### config.mk
export PLATFORM = sky130hd
export DESIGN_NAME = cfg_serial_port
export DESIGN_NICKNAME = d
export VERILOG_FILES = /design/src/rtl/cfg_port_pkg.sv /design/src/rtl/cfg_port_shifter.sv /design/src/rtl/cfg_port_regbank.sv /design/src/rtl/cfg_serial_port.sv
export SDC_FILE = /design/constraint.sdc
export NUM_CORES = 1
export LEC_CHECK = 0
export BUFFER_PORTS_ARGS = -buffer_cell sky130_fd_sc_hd__buf_2
export CORE_AREA = 5 5 299 301
export DETAILED_ROUTE_END_ITERATION = 7
export DIE_AREA = 0 0 304 306
export PLACE_DENSITY_LB_ADDON = 0.08
export SLEW_MARGIN = 40
export SYNTH_ARGS = -nofsm -noshare
export SYNTH_HDL_FRONTEND = slang
export SYNTH_HIERARCHICAL = 1
export SYNTH_SLANG_ARGS = --single-unit
### constraint.sdc
create_clock -name sclk -period 5.25 [get_ports sclk]
set_clock_uncertainty 0.2 [all_clocks]
set_input_delay 0.7875 -clock sclk [delete_from_list [all_inputs] [get_ports sclk]]
set_output_delay 0.7875 -clock sclk [all_outputs]
set_load 0.005 [all_outputs]
### src/rtl/cfg_port_pkg.sv
package cfg_port_pkg;

    localparam int ADDR_W    = 8;
    localparam int DATA_W    = 8;
    localparam int IDX_W     = ADDR_W - 1;
    localparam int BIT_CNT_W = $clog2(DATA_W);

    typedef enum logic [1:0] {
        PH_ADDR = 2'd0,
        PH_DATA = 2'd1,
        PH_DONE = 2'd2
    } phase_e;

    typedef struct packed {
        phase_e                 phase;
        logic [BIT_CNT_W-1:0]   bit_cnt;
        logic [IDX_W-1:0]       idx;
        logic                   is_rd;
        logic [DATA_W-1:0]      rd_sh;
        logic [DATA_W-2:0]      wr_sh;
        logic                   out_bit;
        logic                   oe;
    } xfer_state_t;

    typedef struct packed {
        logic                   en;
        logic [IDX_W-1:0]       idx;
        logic [DATA_W-1:0]      data;
    } wr_req_t;

    function automatic xfer_state_t idle_state();
        xfer_state_t s;
        s       = '0;
        s.phase = PH_ADDR;
        return s;
    endfunction

    function automatic logic last_bit(input logic [BIT_CNT_W-1:0] cnt);
        return cnt == BIT_CNT_W'(DATA_W - 1);
    endfunction

endpackage

### src/rtl/cfg_port_shifter.sv
module cfg_port_shifter
    import cfg_port_pkg::*;
(
    input  logic                 sclk,
    input  logic                 rst,
    input  logic                 cs_n,
    input  logic                 rd_wr,
    input  logic                 sd_in,
    output logic [IDX_W-1:0]     rd_idx,
    input  logic [DATA_W-1:0]    rd_data,
    output wr_req_t              wr,
    output logic                 sd_out,
    output logic                 sd_oe
);

    xfer_state_t st_q, st_d;

    always_comb begin
        st_d = st_q;
        case (st_q.phase)
            PH_ADDR: begin
                if (last_bit(st_q.bit_cnt)) begin
                    // address bit 0 arrives now and is dropped
                    st_d.phase   = PH_DATA;
                    st_d.bit_cnt = '0;
                    st_d.is_rd   = rd_wr;
                    st_d.rd_sh   = rd_data;
                end else begin
                    st_d.idx     = {st_q.idx[IDX_W-2:0], sd_in};
                    st_d.bit_cnt = st_q.bit_cnt + 1'b1;
                end
            end
            PH_DATA: begin
                st_d.wr_sh = {st_q.wr_sh[DATA_W-3:0], sd_in};
                if (st_q.is_rd) begin
                    st_d.out_bit = st_q.rd_sh[DATA_W-1];
                    st_d.rd_sh   = {st_q.rd_sh[DATA_W-2:0], 1'b0};
                    st_d.oe      = 1'b1;
                end
                if (last_bit(st_q.bit_cnt)) begin
                    st_d.phase = PH_DONE;
                end else begin
                    st_d.bit_cnt = st_q.bit_cnt + 1'b1;
                end
            end
            default: ;
        endcase
    end

    always_ff @(posedge sclk or posedge cs_n) begin
        if (cs_n) begin
            st_q <= idle_state();
        end else if (rst) begin
            st_q <= idle_state();
        end else begin
            st_q <= st_d;
        end
    end

    assign rd_idx   = st_q.idx;
    assign wr.en    = (st_q.phase == PH_DATA) && last_bit(st_q.bit_cnt) && !st_q.is_rd;
    assign wr.idx   = st_q.idx;
    assign wr.data  = {st_q.wr_sh, sd_in};
    assign sd_out   = st_q.out_bit;
    assign sd_oe    = st_q.oe;

    // drive begins on the edge after the address byte
    a_r4_drive_after_address: assert property (@(posedge sclk) disable iff (rst || cs_n)
        $rose(sd_oe) |-> (st_q.phase == PH_DATA && st_q.bit_cnt == BIT_CNT_W'(1)));

    // no drive while deselected
    a_r5_release_when_deselected: assert property (@(posedge sclk) disable iff (rst)
        cs_n |-> !sd_oe);

    // drive only during a read
    a_r5_write_never_drives: assert property (@(posedge sclk) disable iff (rst || cs_n)
        (st_q.phase != PH_ADDR && !st_q.is_rd) |-> !sd_oe);

    // a finished frame stays finished
    a_r7_done_is_final: assert property (@(posedge sclk) disable iff (rst || cs_n)
        (st_q.phase == PH_DONE) |=> (st_q.phase == PH_DONE));

    // a commit closes the frame
    a_r3_commit_once: assert property (@(posedge sclk) disable iff (rst || cs_n)
        wr.en |=> (st_q.phase == PH_DONE));

endmodule

### src/rtl/cfg_port_regbank.sv
module cfg_port_regbank
    import cfg_port_pkg::*;
#(
    parameter int N_REGS   = 96,
    parameter int RW_COUNT = 80
) (
    input  logic                              sclk,
    input  logic                              rst,
    input  wr_req_t                           wr,
    input  logic [IDX_W-1:0]                  rd_idx,
    output logic [DATA_W-1:0]                 rd_data,
    input  logic [(N_REGS-RW_COUNT)*DATA_W-1:0] ro_in,
    output logic [RW_COUNT*DATA_W-1:0]        cfg_out
);

    localparam int RO_COUNT = N_REGS - RW_COUNT;
    localparam int RW_IDX_W = (RW_COUNT > 1) ? $clog2(RW_COUNT) : 1;
    localparam int RO_IDX_W = (RO_COUNT > 1) ? $clog2(RO_COUNT) : 1;
    localparam logic [IDX_W-1:0] RW_LIM = IDX_W'(RW_COUNT);
    localparam logic [IDX_W-1:0] N_LIM  = IDX_W'(N_REGS);

    logic [DATA_W-1:0] rw_q   [RW_COUNT];
    logic [DATA_W-1:0] ro_arr [RO_COUNT];
    logic [IDX_W-1:0]  ro_off;

    genvar g;
    generate
        for (g = 0; g < RW_COUNT; g++) begin : g_rw_out
            assign cfg_out[g*DATA_W +: DATA_W] = rw_q[g];
        end
        for (g = 0; g < RO_COUNT; g++) begin : g_ro_in
            assign ro_arr[g] = ro_in[g*DATA_W +: DATA_W];
        end
    endgenerate

    always_ff @(posedge sclk) begin
        if (rst) begin
            for (int i = 0; i < RW_COUNT; i++) begin
                rw_q[i] <= '0;
            end
        end else if (wr.en && (wr.idx < RW_LIM)) begin
            rw_q[RW_IDX_W'(wr.idx)] <= wr.data;
        end
    end

    assign ro_off = rd_idx - RW_LIM;

    always_comb begin
        if (rd_idx < RW_LIM) begin
            rd_data = rw_q[RW_IDX_W'(rd_idx)];
        end else if (rd_idx < N_LIM) begin
            rd_data = ro_arr[RO_IDX_W'(ro_off)];
        end else begin
            rd_data = '0;
        end
    end

    // slots move only on a completed write
    a_r3_hold_without_write: assert property (@(posedge sclk) disable iff (rst)
        !wr.en |=> $stable(cfg_out));

    // read-only slots ignore writes
    a_r8_ro_write_ignored: assert property (@(posedge sclk) disable iff (rst)
        (wr.en && wr.idx >= RW_LIM && wr.idx < N_LIM) |=> $stable(cfg_out));

    // missing slots ignore writes
    a_r9_unimpl_write_ignored: assert property (@(posedge sclk) disable iff (rst)
        (wr.en && wr.idx >= N_LIM) |=> $stable(cfg_out));

    // reset clears the bank
    a_r10_clear: assert property (@(posedge sclk)
        rst |=> (cfg_out == '0));

endmodule

### src/rtl/cfg_serial_port.sv
module cfg_serial_port
    import cfg_port_pkg::*;
#(
    parameter int N_REGS   = 96,
    parameter int RW_COUNT = 80
) (
    input  logic                                 sclk,
    input  logic                                 rst,
    input  logic                                 cs_n,
    input  logic                                 rd_wr,
    input  logic                                 sd_in,
    output logic                                 sd_out,
    output logic                                 sd_oe,
    input  logic [(N_REGS-RW_COUNT)*DATA_W-1:0]  ro_in,
    output logic [RW_COUNT*DATA_W-1:0]           cfg_out
);

    logic [IDX_W-1:0]  rd_idx;
    logic [DATA_W-1:0] rd_data;
    wr_req_t           wr;

    cfg_port_shifter u_shift (
        .sclk    (sclk),
        .rst     (rst),
        .cs_n    (cs_n),
        .rd_wr   (rd_wr),
        .sd_in   (sd_in),
        .rd_idx  (rd_idx),
        .rd_data (rd_data),
        .wr      (wr),
        .sd_out  (sd_out),
        .sd_oe   (sd_oe)
    );

    cfg_port_regbank #(
        .N_REGS   (N_REGS),
        .RW_COUNT (RW_COUNT)
    ) u_bank (
        .sclk    (sclk),
        .rst     (rst),
        .wr      (wr),
        .rd_idx  (rd_idx),
        .rd_data (rd_data),
        .ro_in   (ro_in),
        .cfg_out (cfg_out)
    );

endmodule

==> impl_metrics.toml <==
[synth]
ys_ff_latch = 670
synth_cell_type_count = 47
mappedNetlistNets = 2307
synth_edf_count = 640
ys_seq_area_share_pct = 61.8
ys.flop_type = "edfxtp_1"
syn-cell-area_um2 = 32300
async_flop_share_pct = 4.48
ys_warn_count = 6
syn_avg_cell_area_um2 = 14.9
synth_cells = 2171

[placed_design]
placed_cells = 3975
gp_congestion = 0.921
dp_hpwl_um = 104000
port-buffer-count = 774

[final_layout]
regArea_um2 = 20000
nFillCells = 7791
synthToLayoutAreaGrowth_pct = 22.9
layout_commonest_cell = "buf_2"
layout-drive-gt1-share_pct = 41.6
stdcell_count = 4115
layout.nets = 3037
final_cell_mix = "772 x buf_2, 641 x and2_1, 640 x edfxtp_1"
multi_input_area_um2 = 11500

[timing]
finalSetupViolations = 0
setup_tns_ns = 0
slew_headroom_pct = 37.3
hold_viol_final = 0
tightest_slew_ns = 0.939
fin_crit_sh_pct = 80.0
final_max_slew_viol_count = 0
fmax_ghz = 0.238
period_minus_slack_ns = 4.20
rsz0062_at_grt = "false"

[floorplanning]
ios = 775
die_height_um = 306
die_x_um = 304
dieArea_um2 = 93000
start_util_pct = 37.4
core_um2 = 86300
rows = 108

[setup_path]
critPathSlowestCell = "nor2_1"
path_common_cell = "nor2_1"
critPathMaxStageDelay_ns = 0.80
start_kind = "flip-flop"
arrival_ns = 4.29
path_buf_inv = 0
crit_required_ns = 5.34
path_max_fanout = 15
crit_family = "simple AND/OR/NAND/NOR gates"
critical_path_class = "reg2reg"
worstSetupEndpointType = "flip-flop"
path_cells = "and2b_1, and3b_1, nand3b_1, nor2_1, nand2_1, nor2_1, or2_2"

[cts]
cts_tree = "built"
htree_levels = 3
path_clk_slew_ns = 0.06
cts-buffers-inserted = 79
cts-hold-fix-buffers = 0
numClockSinks = 670
root_buffer = "clkbuf_16"
cts.repair.resized = 0
clk_latency_ns = 0.61
clock_tree.buffer_depth = 3
post_cts_buffers = 0

[global_route]
grt_max_degree = 64
globalRouteOverflowTotal = 0
antenna_found_initial = 10
grt_first_pass_wirelength_um = 191000
grt_pass1_vias = 23000
grt_usage_pct = 28.8

[drt]
routed_wirelength_um = 139000
drt-wirelength-per-cell_um = 33.9
ant_nets = 0
drtIter0Drc = 2560
route.detailed.drc = 0
vias = 22700
drt_pass1_iterations = 7
via_per_inst = 5.52

[outcome]
status = "finished, final reports clean"

[pwr]
power.density_nw_per_um2 = 314
p_leak_nw = 15.8
peakVddDrop_mv = 0.231

[job]
cap_violations = 0

[worst_hold_path]
hp-class = "in2async"
## flip-flops by register name, summed over array words and instances (netlist names)
register,cells
u_shift/sd_out,1
u_shift/st_q,14
u_shift/sd_oe,1
u_shift/wr,7
u_shift/rd_idx,7
u_bank/rw_q,640
## power by group
group	internal [mW]	switching (mW)	leakage, nW
Sequential	6.04	0.196	6.92
Combinational	0.426	0.561	7.70
Clock	3.06	2.21	1.19
Total	9.53	2.96	15.8
## per-layer routing
metal	wire length [um]	GRT usage, %	share of wire (%)	vias to the layer above
li1	-	-	-	9467
met1	53300	36.0	38	11900
met2	70700	50.6	51	1240
met3	11800	7.02	8.5	166
met4	3630	7.37	2.6	2
met5	13	0	0.0093	-
## worst paths after layout
check                                       from                  to  slack (ns)  cells past startpoint
worst max register to register  u_shift/st_q[29]  u_bank/rw_q[53][2]        1.05                      7
worst max-delay path            u_shift/st_q[29]  u_bank/rw_q[53][2]        1.05                      7
max in group asynchronous                   cs_n   u_shift/rd_idx[3]        4.35                      3
min in group sclk                          rd_wr    u_shift/st_q[17]        0.23                      3
worst min register to register     u_shift/sd_oe       u_shift/sd_oe        0.30                      2
worst min-delay path                        cs_n   u_shift/rd_idx[0]        0.17                      3
## tightest hold or removal path: cells and delay by family
family / cells / cell delay [ns]
buffers and inverters: 3 / 0.61
## cell families after synthesis
family                     count (synthesis)  share of synthesized area [%]
buffers and inverters                    176                           2.77
DFF                                      670                           61.8
AOI/OAI and AO/OA                         94                           2.06
muxes                                    270                           15.9
and+or+nand+nor                          958                           17.4
adders and majority gates                  3                          0.116
## Yosys cell counts, drive strengths merged, types with 20 or more instances
cell	number	area [um2]
a22oi	20	150
buf	79	531
nor2	112	420
dfrtp	30	751
edfxtp	640	19200
mux2i	67	671
or2	82	513
mux4	193	4350
nand2	42	158
clkbuf	88	332
and2	641	4010
nand3	31	155
## stage by stage
step / utilization, % / cell area [um2] / power [mW] / hold slack, ns / worst slack [ns]
after floorplan: - / 32300 / 6.72 / 0.258 / 2.53
after global placement: 43.1 / 37200 / 7.32 / 0.293 / 0.981
after detailed placement: 43.2 / 37300 / 7.33 / 0.291 / 1.07
after CTS: 46.0 / 39700 / 12.6 / 0.132 / 1.06
after global routing: 46.0 / 39700 / 12.9 / 0.180 / 0.916
final: 46.0 / 39700 / 12.5 / 0.173 / 1.05
## area by class of cell
class                   instances  area share [%]
flip-flops and latches        670            50.4
clock buffers                  96            5.24
clock inverters                42           0.888
inverters                       9          0.0850
repair buffers                816            10.8
well taps                    1155            3.64
multi-input cells            1325            28.9
diodes                          2          0.0126
Power figures use the tool's default switching activity.
